$ cat config.mk
export PLATFORM = sky130hd
export DESIGN_NAME = etc_capture_top
export DESIGN_NICKNAME = d
export VERILOG_FILES = /design/src/rtl/etc_pkg.sv /design/src/rtl/etc_event_detect.sv /design/src/rtl/etc_pair_fifo.sv /design/src/rtl/etc_serializer.sv /design/src/rtl/etc_capture_top.sv
export SDC_FILE = /design/constraint.sdc
export NUM_CORES = 1
export LEC_CHECK = 0
export BUFFER_PORTS_ARGS = -buffer_cell sky130_fd_sc_hd__buf_2
export CAP_MARGIN = 10
export CORE_MARGIN = 2
export CORE_UTILIZATION = 55
export DETAILED_ROUTE_END_ITERATION = 16
export PLACE_DENSITY = 0.77
export SYNTH_ARGS = -nofsm -noshare
export SYNTH_HDL_FRONTEND = slang
export SYNTH_SLANG_ARGS = --single-unit
$ cat constraint.sdc
create_clock -name clk -period 9.2 [get_ports clk]
set_clock_uncertainty 0.05 [all_clocks]
set_input_delay 1.38 -clock clk [delete_from_list [all_inputs] [get_ports clk]]
set_output_delay 1.38 -clock clk [all_outputs]
set_load 0.05 [all_outputs]
$ cat src/rtl/etc_pkg.sv
package etc_pkg;

  // Which half of a captured pair the output stage is presenting.
  typedef enum logic {
    PH_PAT = 1'b0,
    PH_TS  = 1'b1
  } word_phase_t;

endpackage

$ cat src/rtl/etc_event_detect.sv
// Change detection, free-running timebase and one-shot arming.
module etc_event_detect #(
  parameter int PIN_W = 32,
  parameter int TS_W  = 32
) (
  input  logic             clk,
  input  logic             rst,
  input  logic [PIN_W-1:0] pins,
  input  logic [PIN_W-1:0] pin_mask,
  input  logic             one_shot,
  input  logic             arm,
  output logic             ev_fire,
  output logic [PIN_W-1:0] ev_pat,
  output logic [TS_W-1:0]  ev_ts
);

  logic [PIN_W-1:0] pin_q;
  logic [PIN_W-1:0] chg;
  logic [TS_W-1:0]  tbase_q;
  logic             armed_q;
  logic             raw_ev;
  logic             accept;

  // One change flag per pin, gated by its own mask bit.
  for (genvar i = 0; i < PIN_W; i++) begin : g_chg
    assign chg[i] = pin_mask[i] & (pins[i] ^ pin_q[i]);
  end

  assign raw_ev  = |chg;
  assign accept  = ~one_shot | armed_q | arm;
  assign ev_fire = raw_ev & accept;
  assign ev_pat  = pins;
  assign ev_ts   = tbase_q;

  always_ff @(posedge clk) begin
    if (rst) begin
      // Load the live pattern so that the level at reset release is not a change.
      pin_q   <= pins;
      tbase_q <= '0;
      armed_q <= 1'b0;
    end else begin
      pin_q   <= pins;
      tbase_q <= tbase_q + 1'b1;
      if (one_shot && ev_fire)
        armed_q <= 1'b0;
      else if (one_shot && arm)
        armed_q <= 1'b1;
    end
  end

endmodule

$ cat src/rtl/etc_pair_fifo.sv
// Queue of captured pairs; synchronous write into a plain array.
module etc_pair_fifo #(
  parameter int W     = 64,
  parameter int DEPTH = 16
) (
  input  logic         clk,
  input  logic         rst,
  input  logic         push,
  input  logic [W-1:0] push_data,
  input  logic         pop,
  output logic [W-1:0] pop_data,
  output logic         full,
  output logic         empty
);

  localparam int AW = $clog2(DEPTH);

  logic [W-1:0] mem [DEPTH];
  logic [AW:0]  wr_ptr;
  logic [AW:0]  rd_ptr;

  assign empty    = (wr_ptr == rd_ptr);
  assign full     = (wr_ptr[AW] != rd_ptr[AW]) && (wr_ptr[AW-1:0] == rd_ptr[AW-1:0]);
  assign pop_data = mem[rd_ptr[AW-1:0]];

  always_ff @(posedge clk) begin
    if (push)
      mem[wr_ptr[AW-1:0]] <= push_data;
  end

  always_ff @(posedge clk) begin
    if (rst) begin
      wr_ptr <= '0;
      rd_ptr <= '0;
    end else begin
      if (push) wr_ptr <= wr_ptr + 1'b1;
      if (pop)  rd_ptr <= rd_ptr + 1'b1;
    end
  end

endmodule

$ cat src/rtl/etc_serializer.sv
// Presents one pair as two words on a registered valid/ready stream.
module etc_serializer
  import etc_pkg::*;
#(
  parameter int PIN_W  = 32,
  parameter int TS_W   = 32,
  parameter int DATA_W = 32
) (
  input  logic              clk,
  input  logic              rst,
  input  logic              avail,
  input  logic [PIN_W-1:0]  in_pat,
  input  logic [TS_W-1:0]   in_ts,
  output logic              pop,
  input  logic              out_ready,
  output logic              out_valid,
  output logic [DATA_W-1:0] out_data,
  output logic              out_last
);

  logic              valid_q;
  word_phase_t       phase_q;
  logic [DATA_W-1:0] data_q;
  logic [TS_W-1:0]   hold_ts_q;
  logic              take;
  logic              free;

  assign take = valid_q & out_ready;
  // The stage can load a new pair once the timestamp word leaves, in the same edge.
  assign free = ~valid_q | (take & (phase_q == PH_TS));
  assign pop  = free & avail;

  always_ff @(posedge clk) begin
    if (rst) begin
      valid_q   <= 1'b0;
      phase_q   <= PH_PAT;
      data_q    <= '0;
      hold_ts_q <= '0;
    end else if (pop) begin
      valid_q   <= 1'b1;
      phase_q   <= PH_PAT;
      data_q    <= DATA_W'(in_pat);
      hold_ts_q <= in_ts;
    end else if (take) begin
      if (phase_q == PH_PAT) begin
        phase_q <= PH_TS;
        data_q  <= DATA_W'(hold_ts_q);
      end else begin
        valid_q <= 1'b0;
        phase_q <= PH_PAT;
      end
    end
  end

  assign out_valid = valid_q;
  assign out_data  = data_q;
  assign out_last  = (phase_q == PH_TS);

endmodule

$ cat src/rtl/etc_capture_top.sv
module etc_capture_top #(
  parameter int PIN_W      = 32,
  parameter int TS_W       = 32,
  parameter int DATA_W     = 32,
  parameter int FIFO_DEPTH = 16
) (
  input  logic              clk,
  input  logic              rst,
  input  logic [PIN_W-1:0]  pins,
  input  logic [PIN_W-1:0]  pin_mask,
  input  logic              one_shot,
  input  logic              arm,
  input  logic              out_ready,
  output logic              out_valid,
  output logic [DATA_W-1:0] out_data,
  output logic              out_last,
  output logic              overflow
);

  localparam int ENTRY_W = PIN_W + TS_W;

  logic               ev_fire;
  logic [PIN_W-1:0]   ev_pat;
  logic [TS_W-1:0]    ev_ts;
  logic               fifo_full;
  logic               fifo_empty;
  logic               fifo_push;
  logic               fifo_pop;
  logic [ENTRY_W-1:0] fifo_rd;
  logic               ovf_q;

  etc_event_detect #(.PIN_W(PIN_W), .TS_W(TS_W)) u_detect (
    .clk      (clk),
    .rst      (rst),
    .pins     (pins),
    .pin_mask (pin_mask),
    .one_shot (one_shot),
    .arm      (arm),
    .ev_fire  (ev_fire),
    .ev_pat   (ev_pat),
    .ev_ts    (ev_ts)
  );

  assign fifo_push = ev_fire & ~fifo_full;

  etc_pair_fifo #(.W(ENTRY_W), .DEPTH(FIFO_DEPTH)) u_fifo (
    .clk       (clk),
    .rst       (rst),
    .push      (fifo_push),
    .push_data ({ev_pat, ev_ts}),
    .pop       (fifo_pop),
    .pop_data  (fifo_rd),
    .full      (fifo_full),
    .empty     (fifo_empty)
  );

  etc_serializer #(.PIN_W(PIN_W), .TS_W(TS_W), .DATA_W(DATA_W)) u_ser (
    .clk       (clk),
    .rst       (rst),
    .avail     (~fifo_empty),
    .in_pat    (fifo_rd[ENTRY_W-1:TS_W]),
    .in_ts     (fifo_rd[TS_W-1:0]),
    .pop       (fifo_pop),
    .out_ready (out_ready),
    .out_valid (out_valid),
    .out_data  (out_data),
    .out_last  (out_last)
  );

  always_ff @(posedge clk) begin
    if (rst)
      ovf_q <= 1'b0;
    else if (ev_fire && fifo_full)
      ovf_q <= 1'b1;
  end

  assign overflow = ovf_q;

endmodule

==> results.py <==
metrics = {
    "synth": {
        "synth.avg_cell_area_um2": 21.6,
        "synthesis.nets": 2114,
        "synth_top_cell_by_area": "sky130_fd_sc_hd__edfxtp_1",
        "postSynth.topFlopCell": "sky130_fd_sc_hd__edfxtp_1",
        "synth-async-reset-ratio_pct": 0,
        "cell_area_after_synthesis_um2": 44000,
        "yosys.cell_types.count": 39,
        "flip_flop_and_latch_count_after_synthesis": 1170,
        "synth-edff-count": 1024,
        "synth-warning-count": 0,
        "synth.top_cell.area_share_pct": 69.8,
        "synth-seq-area-share_pct": 76.4,
        "number_of_cells_produced_by_synthesis": 2039,
        "synthTopCellsByArea": "sky130_fd_sc_hd__edfxtp_1 (70%), sky130_fd_sc_hd__mux4_2 (16%), sky130_fd_sc_hd__dfxtp_1 (6.6%), sky130_fd_sc_hd__xor2_1 (1.2%), sky130_fd_sc_hd__nand2_1 (0.97%)",
    },
    "die": {
        "die_width_um": 287,
        "num_io_pins": 104,
        "floorplan.die.height_um": 287,
        "initial_utilization_pct": 55.7,
        "rows": 103,
        "core_area_um2": 79100,
        "die_area_um2": 82400,
    },
    "timing": {
        "timing_worst_slew_pin_value_ns": 1.13,
        "rsz0062_at_grt": "false",
        "max_slew_margin_pct": 25.0,
        "finalHoldViolCount": 0,
        "finalCriticalPeriod_ns": 4.45,
        "report.final.setup_viol": 0,
        "finalCritPeriodShare_pct": 48.4,
        "max_clock_freq_mhz": 225,
        "slew_violations": 0,
        "final.setup.tns_ns": 0,
    },
    "worst_setup_path": {
        "ff2ff_setup_slack_ns": 5.18,
        "reg2regPathDepth": 7,
        "crit_required_ns": 9.45,
        "timing.critical_path.from_type": "input pin",
        "path_class": "in -> reg",
        "worst-path-max-fanout": 37,
        "worst_setup_ep_type": "flop",
        "arr_time_crit_path_ns": 4.70,
    },
    "placed_design": {
        "dpl-instance-area_um2": 45700,
        "port_buffers": 103,
        "place.detailed.hpwl_mm": 51.5,
        "place_congestion": 0.766,
    },
    "run": {
        "max-cap-violations": 0,
    },
    "hold_path": {
        "min_delay_path_depth": 2,
        "worstHoldPathType": "reg -> reg",
    },
    "clock_tree": {
        "cts_inserted_buffers": 109,
        "tritoncts": "built",
        "ctsHtreeMaxLevel": 3,
        "post_cts_sizing_count": 0,
        "cts_hold_buffers": 0,
        "clk_transition_reported_paths_ns": 0.06,
        "post_cts.repair.setup_buffers": 0,
        "clkLatencyLatePin_ns": 0.69,
        "clockBufferDepth": 3,
        "clkSinkCount": 1170,
        "ctsRootBufferMaster": "sky130_fd_sc_hd__clkbuf_16",
    },
    "detailed_routing": {
        "maxUsedRoutingLayer": "met4",
        "drt-pass1-iter-count": 7,
        "routed_length_per_instance_um": 29.5,
        "post-route-drc-count": 0,
        "wl_met3_mm": 9.22,
        "detail_route.wirelength.met1_mm": 37.8,
        "wirelength_mm": 98.1,
        "detailroute.via_count": 21200,
        "postRouteAntennaNets": 0,
        "initialDrtViolationCount": 2746,
        "wl_met2_mm": 47.5,
        "routed_via_density": 6.37,
    },
    "global_routing": {
        "overflow": 0,
        "antenna_found_initial": 5,
        "vias_in_the_first_global_route": 21700,
        "pin_count_of_the_biggest_net_entering_global_routing": 137,
        "grt.total_usage_pct": 24.3,
        "grt_first_pass_wirelength_mm": 145,
    },
    "power_and_ir_drop": {
        "vdd_drop_max_uv": 258,
        "static_leakage_nw": 15.6,
        "cellPowerDensity_nw_per_um2": 276,
    },
    "cells_and_area": {
        "synthToLayoutAreaGrowth_pct": 11.9,
        "layout.nets": 2255,
        "post-route-util_pct": 62.3,
        "layout.cell_area.non_filler_um2": 49300,
        "share_of_cells_above_drive_strength_1_pct": 28.3,
    },
    "status": {
        "status": "finished, final reports clean",
    },
}
where the power goes:
part	switching (mW)	internal, mW
Clock	1.93	2.58
Combinational	1.61	1.28
Sequential	0.206	5.98
Total	3.75	9.84
critical path, stage by stage:
cell and delay [ns]:
sky130_fd_sc_hd__buf_2 0.30, sky130_fd_sc_hd__xor2_1 0.38, sky130_fd_sc_hd__a22oi_1 0.17, sky130_fd_sc_hd__nand4_1 0.18
sky130_fd_sc_hd__nor4_4 0.11, sky130_fd_sc_hd__nor2_1 0.66, sky130_fd_sc_hd__and3_4 0.82, sky130_fd_sc_hd__buf_4 0.63
synthesized netlist by cell type, types with 2 or more instances:
cell type,instances
sky130_fd_sc_hd__a21oi_1,40
sky130_fd_sc_hd__a22oi_1,16
sky130_fd_sc_hd__a311oi_1,32
sky130_fd_sc_hd__and2_1,4
sky130_fd_sc_hd__and3_1,18
sky130_fd_sc_hd__buf_1,24
sky130_fd_sc_hd__buf_2,14
sky130_fd_sc_hd__buf_4,8
sky130_fd_sc_hd__buf_6,19
sky130_fd_sc_hd__clkbuf_1,37
sky130_fd_sc_hd__dfxtp_1,146
sky130_fd_sc_hd__edfxtp_1,1024
sky130_fd_sc_hd__ha_1,6
sky130_fd_sc_hd__inv_1,4
sky130_fd_sc_hd__mux2_2,2
sky130_fd_sc_hd__mux4_2,320
sky130_fd_sc_hd__nand2_1,114
sky130_fd_sc_hd__nand2b_1,2
sky130_fd_sc_hd__nand3_1,13
sky130_fd_sc_hd__nand4_1,15
sky130_fd_sc_hd__nor2_1,80
sky130_fd_sc_hd__nor2b_1,8
sky130_fd_sc_hd__nor3_1,3
sky130_fd_sc_hd__nor3_2,2
sky130_fd_sc_hd__o21ai_0,3
sky130_fd_sc_hd__or3_1,2
sky130_fd_sc_hd__or3b_2,2
sky130_fd_sc_hd__xnor2_1,13
sky130_fd_sc_hd__xor2_1,58
stage by stage:
| stage | setup slack, ns | total power, mW | instances | hold slack [ns] |
|---|---|---|---|---|
| after floorplan | 2.08 | 8.46 | 2039 | 0.390 |
| after detailed placement | 4.17 | 9.21 | 3119 | 0.389 |
| final | 4.75 | 13.6 | 3329 | 0.394 |
| after CTS | 4.79 | 13.7 | 3324 | 0.397 |
| after global placement | 4.35 | 9.16 | 3119 | 0.398 |
| after global routing | 4.65 | 14.1 | 3328 | 0.442 |
logic make-up (layout without fill, tap and decap cells):
logic type	after synthesis	after routing	share of synthesized area [%]
muxes	323	323	16.4
other	0	5	0
xor gates and xnor gates	71	71	1.41
and+or+nand+nor	269	269	2.76
DFF	1170	1170	76.4
AOI/OAI and AO/OA	94	94	1.45
buffers and inverters	106	341	1.34
adders and majority gates	6	6	0.170
registers in the layout, summed over array words and instances (netlist names), 5 cells and up, named ones only:
signal,cells
u_fifo.mem,1024
u_detect.pin_q,32
u_fifo.rd_ptr,5
u_ser.hold_ts_q,32
u_ser.out_data,32
u_fifo.wr_ptr,5
u_detect.ev_ts,32
metal layers:
metal  track usage [%]  vias up
met5                 0        -
met4              9.62        0
met3              5.76      200
met2              38.5     1157
met1              33.2    11100
li1                  -     8698
final cells by class:
class / instances / area, um^2
multi-input cells: 763 / 9880
flip-flops and latches: 1170 / 33700
fillers: 5199 / 29900
repair buffers: 132 / 773
diodes: 5 / 12.5
inverters: 4 / 15.0
clock inverters: 64 / 687
well taps: 1050 / 1310
clock buffers: 141 / 2910
path summary, 6_finish.rpt:
path	end	start
setup / recovery	u_fifo.mem[0][60]	pins[16]
hold / removal	overflow	overflow
setup reg to reg	u_fifo.mem[0][60]	u_fifo.wr_ptr[0]
hold reg to reg	overflow	overflow
cells in the final DEF (no fill, tap or decap), types with 16 or more instances in the layout:
cell type,instances
sky130_fd_sc_hd__a21oi_1,40
sky130_fd_sc_hd__a22oi_1,16
sky130_fd_sc_hd__a311oi_1,32
sky130_fd_sc_hd__buf_2,102
sky130_fd_sc_hd__buf_4,27
sky130_fd_sc_hd__clkbuf_1,26
sky130_fd_sc_hd__clkbuf_16,109
sky130_fd_sc_hd__clkinv_1,18
sky130_fd_sc_hd__clkinv_2,20
sky130_fd_sc_hd__dfxtp_1,142
sky130_fd_sc_hd__edfxtp_1,1024
sky130_fd_sc_hd__mux4_2,320
sky130_fd_sc_hd__nand2_1,114
sky130_fd_sc_hd__nor2_1,80
sky130_fd_sc_hd__xor2_1,58
Note: power is estimated with default switching activity, not from simulation.
